`src/rtl/csr_attr_pkg.sv`:
```
package csr_attr_pkg;

  localparam int DW = 32;
  localparam int TBL_AW = 16;
  localparam int NUM_DEF = 4;

  typedef struct packed {
    logic [TBL_AW-1:0] addr;
    logic [DW-1:0]     rst;
    logic [DW-1:0]     fixed;
    logic [DW-1:0]     clr1;
    logic [DW-1:0]     rsvd;
    logic [DW-1:0]     rdclr;
    logic [DW-1:0]     noimp;
  } attr_t;

  typedef enum logic [1:0] {
    SZ_BYTE = 2'd0,
    SZ_HALF = 2'd1,
    SZ_WORD = 2'd2,
    SZ_WALT = 2'd3
  } size_e;

  function automatic attr_t make_attr(input logic [TBL_AW-1:0] a,
                                      input logic [DW-1:0] r,
                                      input logic [DW-1:0] f,
                                      input logic [DW-1:0] c,
                                      input logic [DW-1:0] v,
                                      input logic [DW-1:0] q,
                                      input logic [DW-1:0] n);
    attr_t t;
    t.addr  = a;
    t.rst   = r;
    t.fixed = f;
    t.clr1  = c;
    t.rsvd  = v;
    t.rdclr = q;
    t.noimp = n;
    return t;
  endfunction

  function automatic attr_t [NUM_DEF-1:0] default_attrs();
    attr_t [NUM_DEF-1:0] t;
    t[0] = make_attr(16'h0000, 32'h0000_00A5, 32'hFF00_0000, 32'h0,
                     32'h0000_F000, 32'h0, 32'h00F0_0000);
    t[1] = make_attr(16'h0004, 32'h0000_00FF, 32'hFFFF_0000, 32'h0000_00FF,
                     32'h0, 32'h0, 32'h0);
    t[2] = make_attr(16'h0008, 32'h1234_5678, 32'h0, 32'h0,
                     32'h0, 32'h0000_FFFF, 32'h0);
    t[3] = make_attr(16'h0010, 32'hDEAD_BEEF, 32'h0, 32'h0,
                     32'h0, 32'h0, 32'h0);
    return t;
  endfunction

endpackage

```
`src/rtl/csr_width_mask.sv`:
```
module csr_width_mask
  import csr_attr_pkg::*;
(
  input  logic [1:0]    size,
  output logic [DW-1:0] mask
);

  localparam int REG_BYTES = DW / 8;

  always_comb begin
    int nbytes;
    unique case (size_e'(size))
      SZ_BYTE: nbytes = 1;
      SZ_HALF: nbytes = 2;
      default: nbytes = 4;
    endcase
    if (nbytes > REG_BYTES) nbytes = REG_BYTES;
    mask = '0;
    for (int b = 0; b < REG_BYTES; b++) begin
      if (b < nbytes) mask[b*8 +: 8] = 8'hFF;
    end
  end

endmodule

```
`src/rtl/csr_addr_match.sv`:
```
module csr_addr_match
  import csr_attr_pkg::*;
#(
  parameter int NUM_REGS = NUM_DEF,
  parameter int ADDR_W   = 8,
  parameter attr_t [NUM_REGS-1:0] ATTRS = default_attrs()
) (
  input  logic [ADDR_W-1:0]   addr,
  output logic [NUM_REGS-1:0] hit,
  output logic                any_hit
);

  for (genvar i = 0; i < NUM_REGS; i++) begin : g_cmp
    assign hit[i] = (addr == ATTRS[i].addr[ADDR_W-1:0]);
  end

  assign any_hit = |hit;

endmodule

```
`src/rtl/csr_reg_cell.sv`:
```
module csr_reg_cell
  import csr_attr_pkg::*;
#(
  parameter attr_t ATTR = '0
) (
  input  logic          clk,
  input  logic          rst_n,
  input  logic          wr_en,
  input  logic          rd_en,
  input  logic [DW-1:0] wdata,
  input  logic [DW-1:0] wmask,
  output logic [DW-1:0] rdata,
  output logic          rsvd_viol,
  output logic          noimp_hit
);

  logic [DW-1:0] q;
  logic [DW-1:0] keep_m;
  logic [DW-1:0] merged;
  logic [DW-1:0] after_wr;
  logic [DW-1:0] after_rd;

  assign keep_m    = ATTR.fixed | ATTR.clr1 | ATTR.rsvd | ~wmask;
  assign merged    = (wdata & ~keep_m) | (q & keep_m);
  assign after_wr  = merged & ~(wdata & ATTR.clr1);
  assign after_rd  = q & ~(ATTR.rdclr & wmask);
  assign rdata     = q & wmask;
  assign rsvd_viol = |((q ^ wdata) & ATTR.rsvd);
  assign noimp_hit = |(wdata & ATTR.noimp);

  always_ff @(posedge clk) begin
    if (!rst_n)     q <= ATTR.rst;
    else if (wr_en) q <= after_wr;
    else if (rd_en) q <= after_rd;
  end

  AST_FIXED_KEPT: assert property (@(posedge clk) disable iff (!rst_n)
    wr_en |=> ((q & ATTR.fixed & ~ATTR.clr1) == ($past(q) & ATTR.fixed & ~ATTR.clr1)));
  AST_RSVD_KEPT: assert property (@(posedge clk) disable iff (!rst_n)
    wr_en |=> ((q & ATTR.rsvd & ~ATTR.clr1) == ($past(q) & ATTR.rsvd & ~ATTR.clr1)));
  AST_RDCLR_DONE: assert property (@(posedge clk) disable iff (!rst_n)
    rd_en |=> ((q & ATTR.rdclr & $past(wmask)) == '0));
  AST_IDLE_STABLE: assert property (@(posedge clk) disable iff (!rst_n)
    (!wr_en && !rd_en) |=> $stable(q));

endmodule

```
`src/rtl/csr_attr_bank.sv`:
```
module csr_attr_bank
  import csr_attr_pkg::*;
#(
  parameter int NUM_REGS = NUM_DEF,
  parameter int ADDR_W   = 8,
  parameter attr_t [NUM_REGS-1:0] ATTRS = default_attrs()
) (
  input  logic              clk,
  input  logic              rst_n,
  input  logic              req_valid,
  output logic              req_ready,
  input  logic              req_write,
  input  logic [ADDR_W-1:0] req_addr,
  input  logic [DW-1:0]     req_wdata,
  input  logic [1:0]        req_size,
  output logic              rsp_valid,
  input  logic              rsp_ready,
  output logic [DW-1:0]     rsp_rdata,
  output logic              rsp_unmapped,
  output logic              rsp_rsvd_err,
  output logic              rsp_unimp_err
);

  logic                accept;
  logic [DW-1:0]       wmask;
  logic [NUM_REGS-1:0] hit;
  logic                any_hit;
  logic [DW-1:0]       cell_rd [NUM_REGS];
  logic [NUM_REGS-1:0] cell_rsvd;
  logic [NUM_REGS-1:0] cell_noimp;
  logic [DW-1:0]       rd_mux;
  logic                rsvd_any;
  logic                noimp_any;

  assign req_ready = !rsp_valid || rsp_ready;
  assign accept    = req_valid && req_ready;

  csr_width_mask u_mask (
    .size (req_size),
    .mask (wmask)
  );

  csr_addr_match #(
    .NUM_REGS (NUM_REGS),
    .ADDR_W   (ADDR_W),
    .ATTRS    (ATTRS)
  ) u_match (
    .addr    (req_addr),
    .hit     (hit),
    .any_hit (any_hit)
  );

  for (genvar i = 0; i < NUM_REGS; i++) begin : g_reg
    csr_reg_cell #(.ATTR(ATTRS[i])) u_cell (
      .clk       (clk),
      .rst_n     (rst_n),
      .wr_en     (accept && req_write && hit[i]),
      .rd_en     (accept && !req_write && hit[i]),
      .wdata     (req_wdata),
      .wmask     (wmask),
      .rdata     (cell_rd[i]),
      .rsvd_viol (cell_rsvd[i]),
      .noimp_hit (cell_noimp[i])
    );
  end

  always_comb begin
    rd_mux = '0;
    for (int i = 0; i < NUM_REGS; i++) begin
      if (hit[i]) rd_mux = rd_mux | cell_rd[i];
    end
  end

  assign rsvd_any  = |(hit & cell_rsvd);
  assign noimp_any = |(hit & cell_noimp);

  always_ff @(posedge clk) begin
    if (!rst_n) begin
      rsp_valid     <= 1'b0;
      rsp_rdata     <= '0;
      rsp_unmapped  <= 1'b0;
      rsp_rsvd_err  <= 1'b0;
      rsp_unimp_err <= 1'b0;
    end else if (accept) begin
      rsp_valid     <= 1'b1;
      rsp_rdata     <= req_write ? '0 : rd_mux;
      rsp_unmapped  <= !any_hit;
      rsp_rsvd_err  <= req_write && rsvd_any;
      rsp_unimp_err <= req_write && noimp_any;
    end else if (rsp_ready) begin
      rsp_valid     <= 1'b0;
      rsp_rdata     <= '0;
      rsp_unmapped  <= 1'b0;
      rsp_rsvd_err  <= 1'b0;
      rsp_unimp_err <= 1'b0;
    end
  end

  AST_ACCEPT_ANSWERED: assert property (@(posedge clk) disable iff (!rst_n)
    (req_valid && req_ready) |=> rsp_valid);
  AST_RSP_HELD: assert property (@(posedge clk) disable iff (!rst_n)
    (rsp_valid && !rsp_ready) |=> (rsp_valid && $stable(rsp_rdata) && $stable(rsp_unmapped)));
  AST_FLAGS_QUAL: assert property (@(posedge clk) disable iff (!rst_n)
    !rsp_valid |-> !(rsp_unmapped || rsp_rsvd_err || rsp_unimp_err));
  AST_UNMAPPED_ZERO: assert property (@(posedge clk) disable iff (!rst_n)
    (rsp_valid && rsp_unmapped) |-> (rsp_rdata == '0));
  AST_HIT_ONEHOT: assert property (@(posedge clk) disable iff (!rst_n)
    $onehot0(hit));

endmodule

```
`config.mk`:
```
export PLATFORM = sky130hd
export DESIGN_NAME = csr_attr_bank
export DESIGN_NICKNAME = d
export VERILOG_FILES = /design/src/rtl/csr_attr_pkg.sv /design/src/rtl/csr_width_mask.sv /design/src/rtl/csr_addr_match.sv /design/src/rtl/csr_reg_cell.sv /design/src/rtl/csr_attr_bank.sv
export SDC_FILE = /design/constraint.sdc
export NUM_CORES = 1
export LEC_CHECK = 0
export CORE_UTILIZATION = 35
export CTS_BUF_LIST = sky130_fd_sc_hd__clkbuf_2 sky130_fd_sc_hd__clkbuf_4 sky130_fd_sc_hd__clkbuf_8
export DETAILED_ROUTE_END_ITERATION = 12
export SLEW_MARGIN = 40
export SYNTH_ARGS = -nofsm -noshare
export SYNTH_HDL_FRONTEND = slang
export SYNTH_SLANG_ARGS = --single-unit
```
`constraint.sdc`:
```
create_clock -name clk -period 4.69 [get_ports clk]
set_input_delay 0.938 -clock clk [delete_from_list [all_inputs] [get_ports clk]]
set_output_delay 0.938 -clock clk [all_outputs]
set_load 0.1 [all_outputs]
```
==> results.md <==
- Diodes inserted: 0
- Count of cell types in the netlist: 52
- Crit-path max cell delay: 500 ps
- Post-CTS Setup Bufs: 0
- Lkg Pwr: 2.63 nW
- Starting Density: 35.7%
- Initial antenna violation count: 0
- PostCTS Resize Cnt: 0
- Maxcap violations: 0
- CP max FO: 10
- Root Driver: clkbuf_8
- Post-synthesis sequential area ratio: 46.1%
- Placed cell areas: 0.00675 mm2
- Hold slack final: 455 ps
- Dpl ws: 818 ps
- Top Metal Used: met4
- Cell mode on critical path: nor2_1
- CP top delay family: simple AND/OR/NAND/NOR gates
- Synthesis-to-layout area growth: 20.9%
- Setup violators final: 0
- CORE AREA: 0.0165 mm2
- ANT nets after route: 0
- Post-route setup TNS: 0 ps
- WL met2: 8200 um
- Crit path required time: 5060 ps
- Min-delay worst type: flip-flop to flip-flop
- CP Class: input port to flip-flop
- Vias/cell: 5.53
- Top cells by area, synth: dfxtp_1, mux2i_1, nand2_1, nand3_1, clkbuf_1
- Crit path capture type: flip-flop
- Layout Nets: 765
- Syn Nets: 696
- Int Pwr: 1.73 mW
- Wire length on met1: 8140 um
- Clock-pin slew on the worst setup and hold paths: 70 ps
- Ys Warns: 0
- Bufs on Longest Clock Path: 2
- Most common cell after layout, fill and taps aside: dfxtp_1
- Crit. Startpoint: req_size[0]
- Mux share of post-synthesis cell area: 10.6%
- DR vias: 5239
- Initial DRT Pass Iterations: 5
- Cell Rows: 47
- RSZ-0062 raised after global routing: no
- Worst VDD drop: 0.194 mV
- Worst EP arrival: 3850 ps
- Pwr Density: 320 mW/mm2
- Clock sink count: 136
- NetSw: 0.553 mW
- Most frequent cells in the layout: dfxtp_1, nand2_1, mux2i_1
- Post-synth EDFFs: 0
- Input/output buffers: 83
- DRC Markers: 0
- Worst slew margin: 54.5%
- Reg2Reg Depth: 4
- CP cell instances: clkdlybuf4s50_1 -> nor2_1 -> clkinv_1 -> ha_1 -> nor2_1 -> and3_1 -> mux2i_1
- Crit. path cell count: 7
- Clk_skew: 9.39 ps
- Primary FF master, synth: dfxtp_1
- Post-DP HPWL: 12200 um
- Yosys reg bits: 136
- Area share of the largest cell type after synthesis: 46.1%
- Compound-Gate Fraction of Synth Area: 17.6%
- Reg2Reg Setup Slack: 2370 ps
- Final hold vios: 0
- Post-Synth Simple-Gate Area: 20.1%
- Worst path bufs/invs: 2
- Final setup margin: 1210 ps
- FFs w/ async S/R, synth: 0%
- Post-CTS Hold Buffers: 0
- Die Wd: 132 um
- Period utilization: 74.2%
- Met3 wire len: 1060 um
- Fillers: 1606
- Net Sw Frac: 24.2%
- Worst skew pair latency: 440 ps
- Global placer's final weighted congestion: 0.836
- Post-route cell area: 0.00713 mm2
- Worst-margin pin slew: 679 ps
- Slowest CP cell: and3_1
- Average size of a mapped cell: 9.11 um2
- Initial DRC Count: 438
- GR Util All Layers: 20.7%
- Largest family of logic cells by synthesized area: simple AND/OR/NAND/NOR gates
- Critical Path Start Type: input port
- Final Max Tran Viols: 0
- XOR/XNOR Fraction of Synth Area: 0%
- Fmax: 0.287 GHz
- Top-level I/O count: 84
- Largest net degree at the start of global routing: 55
- Die height: 132 um
- WL/cell: 18.6 um
- Total routed wirelength: 17700 um
- Total power: 2.28 mW
- Post-Synth Adder-Cell Area: 0.382%
- Mapped Cells: 648
- Final critical-path required period: 3480 ps
- Yosys top cell by area: dfxtp_1
- Die Area: 0.0174 mm2
- Syn Std Cell Area: 0.00590 mm2
- Layout cells sized above 1: 15.8%
- Worst r2r src: rsp_valid$_SDFFE_PN0P_
- Run status: finished clean
- Reg power frac: 50.7%
- H-tree depth: 4
- Vias in the first global route: 5109
- Clk pwr share: 41.2%
- First-pass GRT wire length: 28200 um
- Part of the power in combinational logic: 8.1%
- Total grt overflow: 0
- CTS buffer count: 17
- CTS tree: yes
[how the worst min path moves through the flow]
stage	endpoint	slack, ps	depth (start not counted)
final	flip-flop	450	2
after global routing	flip-flop	470	2
after CTS	flip-flop	450	2
after detailed placement	rsp_rdata[28]$_SDFFE_PN0P_	440	1
after global placement	flip-flop	440	2
after floorplan	flip-flop	430	2
[per-stage QoR]
step / std cells / utilization (%)
floorplan: 648 / -
global placement: 918 / 41.9
detailed placement: 918 / 40.8
CTS: 948 / 43.2
global route: 948 / 43.2
finish: 948 / 43.2
[synthesized netlist by cell type, types with 6 or more instances]
library cell / number
dfxtp_1: 136
nand2_1: 94
mux2i_1: 49
clkbuf_1: 39
nand3_1: 39
o21ai_0: 28
a21oi_1: 25
nor2_1: 22
nand4_1: 18
o2bb2ai_1: 16
a22oi_1: 15
inv_1: 15
and3_1: 14
a221o_1: 12
a32oi_1: 12
mux2_2: 12
nor3_1: 12
o211ai_1: 10
buf_2: 9
o22ai_1: 7
a22o_1: 6
[power groups by stage]
stage | logic [mW] | registers (mW) | clock network [mW]
final | 0.185 | 1.16 | 0.940
after global routing | 0.197 | 1.16 | 1.02
after detailed placement | 0.183 | 1.18 | 0
after floorplan | 0.0873 | 1.19 | 0
after global placement | 0.183 | 1.18 | 0
after CTS | 0.184 | 1.16 | 0.964
[kinds of logic (layout without fill, tap and decap cells)]
group | after synthesis | in the layout
flip-flops | 136 | 136
adder cells (fa/ha/maj) | 2 | 2
buffers and inverters | 72 | 152
multiplexers | 61 | 61
AO/OA/AOI/OAI | 146 | 146
AND/OR/NAND/NOR | 231 | 231
[tightest hold or removal path, cell delays in order (launching register included)]
cell and delay (ps):
dfxtp_1 310, nand2_1 50, mux2i_1 50
[per-layer routing]
metal  vias up  GRT usage (%)
met1      2531           27.6
met5         -              0
met4         0           5.88
li1       2505              -
met2       183           33.2
met3        20           4.81
[final cells by class]
type / count / area (um2) / share of cell area (%)
Inverter: 17 / 65.1 / 0.912
Sequential cell: 136 / 2720 / 38.2
Timing Repair Buffer: 105 / 808 / 11.3
Tap cell: 220 / 275 / 3.86
Clock inverter: 9 / 100 / 1.40
Multi-Input combinational cell: 440 / 2880 / 40.4
Clock buffer: 21 / 283 / 3.96
No activity file was read; power rests on OpenSTA's default activity.
